File: config.mk
export PLATFORM = sky130hd
export DESIGN_NAME = hdr_ratio_detect
export DESIGN_NICKNAME = d
export VERILOG_FILES = /design/src/rtl/hdr_ratio_pkg.sv /design/src/rtl/hdr_word_tracker.sv /design/src/rtl/hdr_flag_capture.sv /design/src/rtl/hdr_ratio_encode.sv /design/src/rtl/hdr_ratio_detect.sv
export SDC_FILE = /design/constraint.sdc
export NUM_CORES = 1
export LEC_CHECK = 0
export ABC_AREA = 1
export CAP_MARGIN = 20
export CORE_UTILIZATION = 41
export DETAILED_ROUTE_END_ITERATION = 10
export PLACE_DENSITY = 0.85
export SLEW_MARGIN = 15
export SYNTH_ARGS = -nofsm -noshare
export SYNTH_HDL_FRONTEND = slang
export SYNTH_SLANG_ARGS = --single-unit
File: constraint.sdc
create_clock -name clk -period 2.24 [get_ports clk]
set_input_delay 0.448 -clock clk [delete_from_list [all_inputs] [get_ports clk]]
set_output_delay 0.448 -clock clk [all_outputs]
set_load 0.01 [all_outputs]
File: src/rtl/hdr_ratio_pkg.sv
package hdr_ratio_pkg;

  typedef enum logic [1:0] {
    RATIO_X1 = 2'd0,
    RATIO_X2 = 2'd1,
    RATIO_X4 = 2'd2,
    RATIO_X8 = 2'd3
  } ratio_e;

endpackage

File: src/rtl/hdr_word_tracker.sv
module hdr_word_tracker #(
  parameter int ENC_IDX = 69,
  parameter int CMP_IDX = 229,
  localparam int IDX_W  = $clog2(CMP_IDX + 1)
) (
  input  logic clk,
  input  logic rst,
  input  logic start_i,
  input  logic word_valid_i,
  input  logic last_i,
  output logic hit_enc_o,
  output logic hit_cmp_o,
  output logic early_end_o
);

  logic [IDX_W-1:0] count_q;
  logic             armed_q;
  logic             accept;

  assign accept      = word_valid_i && armed_q && !start_i;
  assign hit_enc_o   = accept && (count_q == IDX_W'(ENC_IDX));
  assign hit_cmp_o   = accept && (count_q == IDX_W'(CMP_IDX));
  assign early_end_o = accept && last_i && (count_q != IDX_W'(CMP_IDX));

  always_ff @(posedge clk) begin
    if (rst) begin
      count_q <= '0;
      armed_q <= 1'b0;
    end else if (start_i) begin
      count_q <= '0;
      armed_q <= 1'b1;
    end else if (accept) begin
      count_q <= count_q + 1'b1;
      if (hit_cmp_o || last_i) armed_q <= 1'b0;
    end
  end

  // the count never runs past the compression index while armed
  p_count_bound_r10: assert property (@(posedge clk) disable iff (rst)
    armed_q |-> (count_q <= IDX_W'(CMP_IDX)));

  // an accepted final word disarms the tracker
  p_last_disarms_r8: assert property (@(posedge clk) disable iff (rst)
    (accept && last_i) |=> !armed_q);

endmodule

File: src/rtl/hdr_flag_capture.sv
module hdr_flag_capture #(
  parameter int DATA_W  = 32,
  parameter int ENC_LSB = 2,
  parameter int ENC_W   = 2
) (
  input  logic              clk,
  input  logic              rst,
  input  logic              start_i,
  input  logic              width32_i,
  input  logic              hit_enc_i,
  input  logic [DATA_W-1:0] word_i,
  output logic              enc_seen_o,
  output logic              wide_o
);

  always_ff @(posedge clk) begin
    if (rst) begin
      enc_seen_o <= 1'b0;
      wide_o     <= 1'b0;
    end else if (start_i) begin
      enc_seen_o <= 1'b0;
      wide_o     <= width32_i;
    end else if (hit_enc_i) begin
      enc_seen_o <= |word_i[ENC_LSB +: ENC_W];
    end
  end

  // the latched width only moves on a start pulse
  p_width_hold_r9: assert property (@(posedge clk) disable iff (rst)
    !start_i |=> $stable(wide_o));

endmodule

File: src/rtl/hdr_ratio_encode.sv
module hdr_ratio_encode
  import hdr_ratio_pkg::*;
(
  input  logic   enc_i,
  input  logic   cmp_i,
  input  logic   wide_i,
  output ratio_e code_o
);

  logic [1:0] base;

  always_comb begin
    base = cmp_i ? 2'(RATIO_X4) : 2'(RATIO_X2);
    if (!enc_i && !cmp_i) code_o = RATIO_X1;
    else                  code_o = ratio_e'(base + {1'b0, wide_i});
  end

endmodule

File: src/rtl/hdr_ratio_detect.sv
module hdr_ratio_detect
  import hdr_ratio_pkg::*;
#(
  parameter int DATA_W  = 32,
  parameter int ENC_IDX = 69,
  parameter int ENC_LSB = 2,
  parameter int ENC_W   = 2,
  parameter int CMP_IDX = 229,
  parameter int CMP_BIT = 1
) (
  input  logic              clk,
  input  logic              rst,
  input  logic              start_i,
  input  logic              width32_i,
  input  logic              word_valid_i,
  input  logic [DATA_W-1:0] word_i,
  input  logic              last_i,
  output logic [1:0]        ratio_o,
  output logic              encrypted_o,
  output logic              compressed_o,
  output logic              result_valid_o,
  output logic              short_err_o
);

  logic   hit_enc, hit_cmp, early_end;
  logic   enc_seen, wide;
  logic   cmp_now;
  ratio_e code;

  hdr_word_tracker #(
    .ENC_IDX (ENC_IDX),
    .CMP_IDX (CMP_IDX)
  ) u_track (
    .clk          (clk),
    .rst          (rst),
    .start_i      (start_i),
    .word_valid_i (word_valid_i),
    .last_i       (last_i),
    .hit_enc_o    (hit_enc),
    .hit_cmp_o    (hit_cmp),
    .early_end_o  (early_end)
  );

  hdr_flag_capture #(
    .DATA_W  (DATA_W),
    .ENC_LSB (ENC_LSB),
    .ENC_W   (ENC_W)
  ) u_cap (
    .clk        (clk),
    .rst        (rst),
    .start_i    (start_i),
    .width32_i  (width32_i),
    .hit_enc_i  (hit_enc),
    .word_i     (word_i),
    .enc_seen_o (enc_seen),
    .wide_o     (wide)
  );

  // compression indicator is active low in the header word
  assign cmp_now = !word_i[CMP_BIT];

  hdr_ratio_encode u_enc (
    .enc_i  (enc_seen),
    .cmp_i  (cmp_now),
    .wide_i (wide),
    .code_o (code)
  );

  always_ff @(posedge clk) begin
    if (rst || start_i) begin
      ratio_o        <= '0;
      encrypted_o    <= 1'b0;
      compressed_o   <= 1'b0;
      result_valid_o <= 1'b0;
      short_err_o    <= 1'b0;
    end else begin
      result_valid_o <= hit_cmp;
      if (hit_cmp) begin
        ratio_o      <= code;
        encrypted_o  <= enc_seen;
        compressed_o <= cmp_now;
      end
      if (early_end) short_err_o <= 1'b1;
    end
  end

  // the result strobe lasts a single cycle
  p_strobe_single_r6: assert property (@(posedge clk) disable iff (rst)
    result_valid_o |=> !result_valid_o);

  // an error and a result never appear together
  p_err_no_result_r8: assert property (@(posedge clk) disable iff (rst)
    short_err_o |-> !result_valid_o);

  // the error stays until a start
  p_err_sticky_r8: assert property (@(posedge clk) disable iff (rst)
    (short_err_o && !start_i) |=> short_err_o);

  // a start leaves no strobe and no error behind
  p_start_clears_r7: assert property (@(posedge clk) disable iff (rst)
    start_i |=> (!result_valid_o && !short_err_o && ratio_o == 2'd0));

  // a plain image always yields the x1 code
  p_plain_x1_r5: assert property (@(posedge clk) disable iff (rst)
    (result_valid_o && !encrypted_o && !compressed_o) |-> (ratio_o == 2'd0));

  // any flagged image never yields the x1 code
  p_flagged_not_x1_r4: assert property (@(posedge clk) disable iff (rst)
    (result_valid_o && (encrypted_o || compressed_o)) |-> (ratio_o != 2'd0));

endmodule

==> qor.yml, run 1 <==
run_status: "complete, no violations"
finalSetupTns_ns: 0
timing.final.crit_period_ns: 1.63
cp_max_fo: 2
leak_pwr_nw: 0.422
sequential_to_total_area_share_from_yosys_stat_pct: 39.6
mappedNetlistArea_um2: 860
holdCritPathClass: "flip-flop to flip-flop"
gp_congestion: 0.736
synth_cell_type_count: 19
worst-endpoint-required_ns: 1.79
p_per_area_nw_per_um2: 492
first_pass_grt_wire_length_mm: 2.73
route.detailed.vias_per_inst: 4.80
first_global_vias: 695
setup-violations-final: 0
worstSetupPathType: "flip-flop to primary output"
critical_path.startpoint_type: "flip-flop"
worst_hold_path.endpoint: "short_err_o"
synth_warnings: 0
maxCapViolCount: 0
design.core.area_um2: 1960
maximum_number_of_pins_on_one_net_before_global_route_repair: 14
worstReg2RegEnd: "ratio_o[1]"
number_of_antenna_violations_at_the_first_check_in_global_routing: 0
r2r_cells: 6
crit_path_end_kind: "primary output"
count_of_state_elements_after_synthesis: 17
share_of_cells_above_drive_strength_1_pct: 10.9
placement.cell_area_um2: 1020
design_area_um2: 1050
path_cells: "clkdlybuf4s50_1"
hp-start: "short_err_o"
insertedDiodeCount: 0
cts_tree: "built"
vias: 788
synth_area_per_cell_um2: 7.16
grt-ovfl-total: 0
io_buffers: 14
area_enclosed_by_the_die_boundary_um2: 2280
hold_viol: 0
cts_hold_buffers: 0
slowest_delay_ns: 0.54
post-route-period-util_pct: 72.9
peakVddDrop_uv: 314
grt_util_all_layers_pct: 16.9
fin_nets: 179
max_freq_mhz: 612
crit_arrival_ns: 1.19
clock_latency_ns: 0.30
htreeDepth: 1
flow.area_growth_from_synthesis_pct: 22.1
route.detailed.drc: 0
worst-slew-pin-transition_ns: 0.391
dp_hpwl_mm: 1.30
avgRoutedWirePerCell_um: 10.0
max_clock_skew_ns: 0.0108
n_fill_cell: 190
mappedNetlistNets: 161
post_synth_inst_count: 120
post_cts.resized_instances: 0
hold-path-cell-count: 2
final-max-slew-violation-count: 0
detailedRoute.firstPassIterationCount: 4
rr_startpoint: "u_track.count_q[0]"
rows: 16
overall_die_height_um: 47.8
drt_wl_total_mm: 1.65
cts.repair_timing.setup_buffer_count: 0
clk_path_buf_depth: 2
path_buf_inv: 1
initial_core_util_pct: 43.8
cts-root-buf: "clkbuf_4"
cts.reportedPaths.clkPinSlew_ns: 0.11
crit_path_leading_delay_family: "buffers and inverters"
timing.critical_path.slowest_stage_cell: "clkdlybuf4s50_1"
clock-sinks: 17
timing.slew.headroom_pct: 73.9
die_width_um: 47.8
drtIter0Drc: 18
route.antenna.remaining_nets: 0
unrepaired_setup_endpoints_after_global_routing: "false"
timing.reg2reg.setup_slack_ns: 1.01
i_o_pin_count: 44
cts_buffers: 3
routing by layer:
metal,track usage [%],vias up,part of all wire (%)
met5,0,-,0
met4,9.44,0,1.6
met3,2.64,3,3.5
met2,26.8,19,48
met1,21.9,350,47
li1,-,416,-
sequential cells by signal (all words and copies together), names as in the netlist:
name,flops
encrypted_o,1
u_cap.enc_seen_o,1
u_track.count_q,8
ratio_o,2
short_err_o,1
u_track.armed_q,1
result_valid_o,1
u_cap.wide_o,1
compressed_o,1
where the power goes:
part	switching [mW]	total, mW	internal [mW]
Combinational	0.0214	0.0425	0.0211
Clock	0.0988	0.165	0.0665
Sequential	0.00290	0.309	0.306
metrics by stage:
step                worst slack [ns]  cells  total power, mW  util (%)  hold slack [ns]
floorplan                       1.15    120            0.337         -            0.441
global placement               0.477    160            0.357      52.1            0.441
detailed placement             0.445    160            0.358      52.1            0.447
CTS                            0.597    164            0.522      53.5            0.462
global route                   0.561    164            0.538      53.5            0.491
finish                         0.607    164            0.516      53.5            0.463
how the worst max path moves through the flow:
stage	from	endpoint	slack, ns	cells past startpoint
3_3_place_gp	word_valid_i	ratio_o[0]	0.48	6
5_1_grt	compressed_o	compressed_o	0.56	1
2_1_floorplan	start_i	u_track.count_q[5]	1.15	6
3_5_place_dp	word_valid_i	ratio_o[1]	0.45	6
6_report	compressed_o	compressed_o	0.61	1
4_1_cts	ratio_o[1]	ratio_o[1]	0.60	1
cell type report:
class	instances	area, um2	area share (%)
Clock buffer	3	22.5	2.15
Clock inverter	1	5.00	0.477
Inverter	21	78.8	7.51
Multi-Input combinational cell	81	429	40.9
Sequential cell	17	340	32.4
Tap cell	27	33.8	3.22
Timing Repair Buffer	14	140	13.3
synth_stat cells:
cell / instances / area share, %
nand2_1: 26 / 11
inv_1: 20 / 8.7
dfxtp_1: 17 / 40
nor2_1: 14 / 6.1
a21oi_1: 10 / 5.8
nand3_1: 6 / 3.5
nand4_1: 6 / 4.4
o21ai_0: 4 / 2.3
ha_1: 3 / 4.4
nor2_4: 3 / 3.9
nand3_2: 2 / 2.3
nor2_2: 2 / 1.5
a211oi_1: 1 / 0.87
buf_6: 1 / 1.3
inv_2: 1 / 0.44
nand2_2: 1 / 0.73
nand4_2: 1 / 1.5
nor3_1: 1 / 0.58
or2_2: 1 / 0.73
cell families (layout without fill, tap and decap cells):
logic type,after synthesis,in the layout,synth area share [%]
simple gates,63,63,36.5
buf+inv,22,39,10.5
flops,17,17,39.6
compound gates,15,15,9.03
fa+ha+maj,3,3,4.37
placed cells by master (no fill, tap or decap), drive strengths merged:
cell type / count
a211oi: 1
a21oi: 10
clkbuf: 3
clkdlybuf4s50: 14
clkinv: 1
dfxtp: 17
ha: 3
inv: 21
nand2: 27
nand3: 8
nand4: 7
nor2: 19
nor3: 1
o21ai: 4
or2: 1
No activity file was read; power rests on OpenSTA's default activity.
==> run 2, diff against run 1 <==
Settings changed: CORE_UTILIZATION 41 to 35, PLACE_DENSITY 0.85 to 0.78.
Clock period 2.24 ns to 1.5 ns, I/O delays scaled along.
==> run 2 against run 1 <==
  * Clock skew down 0.0041 ns
  * Critical path depth is the same
  * Combinational power increased by 81%
  * Largest cell class unchanged
  * Largest power group unchanged
  * Highest routed layer is now met3
==> qor.yml, run 2 (synthesis results as in run 1) <==
vias: 800  # +1.5%
worstReg2RegEnd: "ratio_o[1]"
slowest_delay_ns: 0.53  # about the same
pre_cts_slack_ns: -0.148  # -0.593 ns
design.core.area_um2: 2250  # +15%
rows: 17  # +1
worst_hold_path.endpoint: "short_err_o"
overall_die_height_um: 51.6  # +7.9%
hold-path-cell-count: 2  # unchanged
clk_path_buf_depth: 2  # unchanged
mostFrequentLayoutCells: "nand2_1, inv_1, dfxtp_1"
instances_no_fill: 172  # +4.9%
io_buffers: 14  # unchanged
crit_arrival_ns: 1.13  # -0.06 ns
route.antenna.remaining_nets: 0  # unchanged
hp-start: "short_err_o"
run_status: "complete, no violations"
post-route-period-util_pct: 95.2
final-max-slew-violation-count: 0  # unchanged
cts.repair_timing.setup_buffer_count: 0  # unchanged
htreeDepth: 1  # unchanged
grt_util_all_layers_pct: 14.3  # -2.6 points
grt-ovfl-total: 0  # unchanged
worstSetupPathType: "flip-flop to primary output"
drt_wl_total_mm: 1.68  # +2.3%
maxCapViolCount: 0  # unchanged
die_width_um: 51.6  # +7.9%
detailedRoute.firstPassIterationCount: 5  # +1
timing.final.crit_period_ns: 1.43
seqCellArea_um2: 340  # unchanged
unrepaired_setup_endpoints_after_global_routing: "false"
first_global_vias: 753  # +8.3%
path_buf_inv: 1  # unchanged
peakVddDrop_uv: 374  # +19%
number_of_antenna_violations_at_the_first_check_in_global_routing: 0  # unchanged
cts_buffers: 3  # unchanged
i_o_pin_count: 44  # unchanged
first_pass_grt_wire_length_mm: 2.90  # +6.6%
worst-endpoint-required_ns: 1.20  # -0.59 ns
max_freq_mhz: 700
gp_congestion: 0.718  # -2.4%
top_regs: "u_track.count_q: 8 flops, ratio_o: 2 flops"
cts-root-buf: "clkbuf_4"
hold_viol: 0  # unchanged
flip_flop_count_of_the_largest_register_all_copies_and_words_added: 8  # unchanged
post_cts.resized_instances: 0  # unchanged
setup-violations-final: 0  # unchanged
post_route_utilization_pct: 49.5  # -4.0 points
timing.critical_path.slowest_stage_cell: "clkdlybuf4s50_1"
cts_tree: "built"
clock_latency_ns: 0.29  # about the same
area_occupied_by_multi_input_gates_um2: 429  # unchanged
design_area_um2: 1120  # +6.3%
max_clock_skew_ns: 0.00662  # -0.00413 ns
initial_core_util_pct: 38.1  # -5.7 points
r2r_cells: 6  # unchanged
dp_hpwl_mm: 1.35  # +3.5%
timing.reg2reg.setup_slack_ns: 0.27  # -0.74 ns
p_per_area_nw_per_um2: 702  # +43%
place.detailed.instances: 168  # +5.0%
critical_path.startpoint_type: "flip-flop"
rr_startpoint: "u_track.count_q[0]"
maximum_number_of_pins_on_one_net_before_global_route_repair: 11  # -3
crit_path_end_kind: "primary output"
drtIter0Drc: 18  # unchanged
area_enclosed_by_the_die_boundary_um2: 2660  # +16%
cts_hold_buffers: 0  # unchanged
max_flop_register: "u_track.count_q"
worst-slew-pin-transition_ns: 0.223  # -0.168 ns
cp_max_fo: 1  # -1
fin_nets: 186  # +3.9%
crit_path_leading_delay_family: "buffers and inverters"
insertedDiodeCount: 0  # unchanged
clock-sinks: 17  # unchanged
leak_pwr_nw: 0.550  # +30%
holdCritPathClass: "flip-flop to flip-flop"
route.detailed.drc: 0  # unchanged
finalSetupTns_ns: 0  # unchanged
path_cells: "clkdlybuf4s50_1"
share_of_cells_above_drive_strength_1_pct: 15.3  # +4.3 points
timing.final.ws_setup_ns: 0.0717  # -0.535 ns
timing.slew.headroom_pct: 85.1  # +11 points
flow.area_growth_from_synthesis_pct: 29.8
n_fill_cell: 224  # +18%
placement.cell_area_um2: 1080  # +5.3%
route.detailed.vias_per_inst: 4.65  # -3.2%
mostFrequentLayoutCell: "nand2_1"
cts.reportedPaths.clkPinSlew_ns: 0.10  # about the same
avgRoutedWirePerCell_um: 9.79  # -2.4%
[run 2: through the flow]
| step | hold WS (ns) | total power, mW |
|---|---|---|
| after detailed placement | 0.455 | 0.549 |
| after CTS | 0.469 | 0.794 |
| after global placement | 0.442 | 0.545 |
| final | 0.462 | 0.784 |
| after global routing | 0.488 | 0.821 |
| after floorplan | 0.372 | 0.503 |
[run 2: cell type report]
| class | count | share of cell area, % |
|---|---|---|
| well taps | 28 | 3.14 |
| clock inverters | 1 | 0.448 |
| multi-input cells | 81 | 38.5 |
| clock buffers | 3 | 2.02 |
| repair buffers | 21 | 18.4 |
| flip-flops and latches | 17 | 30.5 |
| inverters | 21 | 7.06 |
[run 2: routing by layer]
metal / track usage (%) / vias up / routed length (um)
li1: - / 432 / -
met1: 17.3 / 359 / 816
met2: 26.2 / 9 / 844
met3: 2.63 / 0 / 23
met4: 2.70 / 0 / 0
met5: 0 / - / 0
[run 2: worst max-delay path by stage]
stage / start / endpoint / slack [ns] / cells after the start
2_1_floorplan: u_track.count_q[0] / ratio_o[0] / 0.42 / 6
3_3_place_gp: start_i / u_track.count_q[5] / -0.09 / 7
3_5_place_dp: start_i / u_track.count_q[5] / -0.15 / 7
4_1_cts: ratio_o[0] / ratio_o[0] / 0.02 / 1
5_1_grt: result_valid_o / result_valid_o / 0.02 / 1
6_report: result_valid_o / result_valid_o / 0.07 / 1
[run 2: power breakdown]
| part | switching (mW) | internal [mW] |
|---|---|---|
| Clock | 0.147 | 0.0990 |
| Sequential | 0.00418 | 0.457 |
| Combinational | 0.0348 | 0.0422 |
==> run 3, diff against run 2 <==
Settings changed: PLACE_DENSITY 0.78 to 0.82.
==> run 3 against run 2 <==
  * Combinational power grew 4.7%
  * Total power is 1.7% higher
  * Sequential cell count unchanged
  * First-iteration DRC count fell by 5.6%
  * Highest routed layer is now met4
  * Clock skew shrank 0.0045 ns
  * Cell area increased by 1.1%
==> qor.yml, run 3 (synthesis results as in run 1) <==
final-max-slew-violation-count: 0  # unchanged
top_regs: "u_track.count_q: 8 flops, ratio_o: 2 flops"
htreeDepth: 1  # unchanged
die_width_um: 51.6  # unchanged
setup-violations-final: 0  # unchanged
dp_hpwl_mm: 1.38  # +2.1%
fin_nets: 188  # +1.1%
mostFrequentLayoutCells: "nand2_1, inv_1, dfxtp_1"
flip_flop_count_of_the_largest_register_all_copies_and_words_added: 8  # unchanged
leak_pwr_nw: 0.562  # +2.1%
worstSetupPathType: "primary input to flip-flop"
slowest_delay_ns: 0.51  # -0.02 ns
crit_arrival_ns: 1.51  # +0.38 ns
worstReg2RegEnd: "ratio_o[1]"
critical_path.startpoint_type: "primary input"
grt_util_all_layers_pct: 14.1  # -0.19 points
rows: 17  # unchanged
mostFrequentLayoutCell: "nand2_1"
number_of_antenna_violations_at_the_first_check_in_global_routing: 0  # unchanged
max_freq_mhz: 768  # +9.7%
gp_congestion: 0.780  # +8.7%
finalHoldWorstSlack_ns: 0.458  # -0.00440 ns
i_o_pin_count: 44  # unchanged
area_enclosed_by_the_die_boundary_um2: 2660  # unchanged
avgRoutedWirePerCell_um: 9.85  # +0.61%
rr_startpoint: "u_track.count_q[0]"
route.detailed.vias_per_inst: 4.66  # about the same
drtIter0Drc: 17  # -1
flow.area_growth_from_synthesis_pct: 31.3
worst-endpoint-required_ns: 1.71  # +0.51 ns
cp_max_fo: 5  # +4
hold-path-cell-count: 2  # unchanged
hold_viol: 0  # unchanged
worst-slew-pin-transition_ns: 0.222  # -0.000661 ns
cts_buffers: 3  # unchanged
instances_no_fill: 174  # +1.2%
clk_path_buf_depth: 2  # unchanged
max_flop_register: "u_track.count_q"
hp-start: "short_err_o"
path_cells: "clkdlybuf4s50_1 > inv_2 > nand3_2 > nor2_2 > nand2_1 > o21ai_0 > nor2_1"
unrepaired_setup_endpoints_after_global_routing: "false"
share_of_cells_above_drive_strength_1_pct: 15.8  # +0.48 points
first_pass_grt_wire_length_mm: 2.73  # -6.2%
place.detailed.instances: 170  # +1.2%
insertedDiodeCount: 0  # unchanged
maxCapViolCount: 0  # unchanged
initial_core_util_pct: 38.1  # unchanged
vias: 810  # +1.3%
overall_die_height_um: 51.6  # unchanged
design.core.area_um2: 2250  # unchanged
clock_latency_ns: 0.30  # about the same
max_clock_skew_ns: 0.00216  # -0.00447 ns
r2r_cells: 6  # unchanged
detailedRoute.firstPassIterationCount: 4  # -1
cts.reportedPaths.clkPinSlew_ns: 0.09  # about the same
route.detailed.drc: 0  # unchanged
timing.final.ws_setup_ns: 0.198  # +0.126 ns
crit_path_end_kind: "flip-flop"
peakVddDrop_uv: 631  # +69%
holdCritPathClass: "flip-flop to flip-flop"
io_buffers: 14  # unchanged
timing.slew.headroom_pct: 85.2  # about the same
grt-ovfl-total: 0  # unchanged
timing.critical_path.slowest_stage_cell: "clkdlybuf4s50_1"
clock-sinks: 17  # unchanged
pre_cts_slack_ns: -0.113  # +0.0349 ns
first_global_vias: 663  # -12%
cts_tree: "built"
timing.reg2reg.setup_slack_ns: 0.27  # about the same
post-route-period-util_pct: 86.8  # -8.4 points
run_status: "complete, no violations"
n_fill_cell: 238  # +6.3%
timing.final.crit_period_ns: 1.30  # -0.126 ns
post_route_utilization_pct: 50.1  # +0.55 points
cts-root-buf: "clkbuf_4"
worst_hold_path.endpoint: "short_err_o"
p_per_area_nw_per_um2: 706  # +0.57%
maximum_number_of_pins_on_one_net_before_global_route_repair: 10  # -1
drt_wl_total_mm: 1.71  # +1.8%
route.antenna.remaining_nets: 0  # unchanged
==> run 3: layer usage <==
layer	global-route usage, %	routed length [um]
met1	17.3	784
met2	22.9	855
met3	4.39	52
met4	5.41	22
met5	0	0
==> run 3: layout make-up <==
cell class	instances	area [um2]	share of cell area, %
multi-input cells	81	429	38.0
inverters	21	78.8	6.98
well taps	28	35.0	3.10
repair buffers	23	219	19.4
clock buffers	4	26.3	2.33
flip-flops and latches	17	340	30.2
==> run 3: how the worst max path moves through the flow <==
stage | from | end | slack [ns] | cells after the start
after global routing | start_i | u_track.count_q[5] | 0.09 | 7
after floorplan | u_track.count_q[0] | ratio_o[0] | 0.42 | 6
after detailed placement | start_i | u_track.count_q[5] | -0.11 | 7
after global placement | start_i | u_track.count_q[5] | -0.08 | 7
final | start_i | u_track.count_q[5] | 0.20 | 7
after CTS | ratio_o[1] | ratio_o[1] | 0.005 | 1
==> run 3: repair_timing <==
item | CTS | global route
hold buffers | 0 | 0
endpoints found under the hold margin | 0 | 0
resized for setup | 1 | 5
buffers inserted | 0 | 0
endpoints found under the setup margin | 1 | 5
==> run 3: worst max-delay path: cells and delay by family <==
kind / cells / cell delay [ns]
compound gates: 1 / 0.17
buf+inv: 2 / 0.62
simple gates: 4 / 0.41
==> run 3: where the power goes <==
group          total (mW)  switching [mW]  internal (mW)
clock               0.256           0.152          0.104
sequential          0.460         0.00390          0.457
combinational      0.0806          0.0359         0.0448
==> run 3: metrics by stage <==
stage | cell area [um2] | TNS [ns] | power, mW
after global routing | 1130 | 0 | 0.848
after detailed placement | 1090 | -0.392 | 0.552
after floorplan | 860 | 0 | 0.503
after CTS | 1120 | 0 | 0.809
after global placement | 1090 | -0.155 | 0.548
final | 1130 | 0 | 0.797
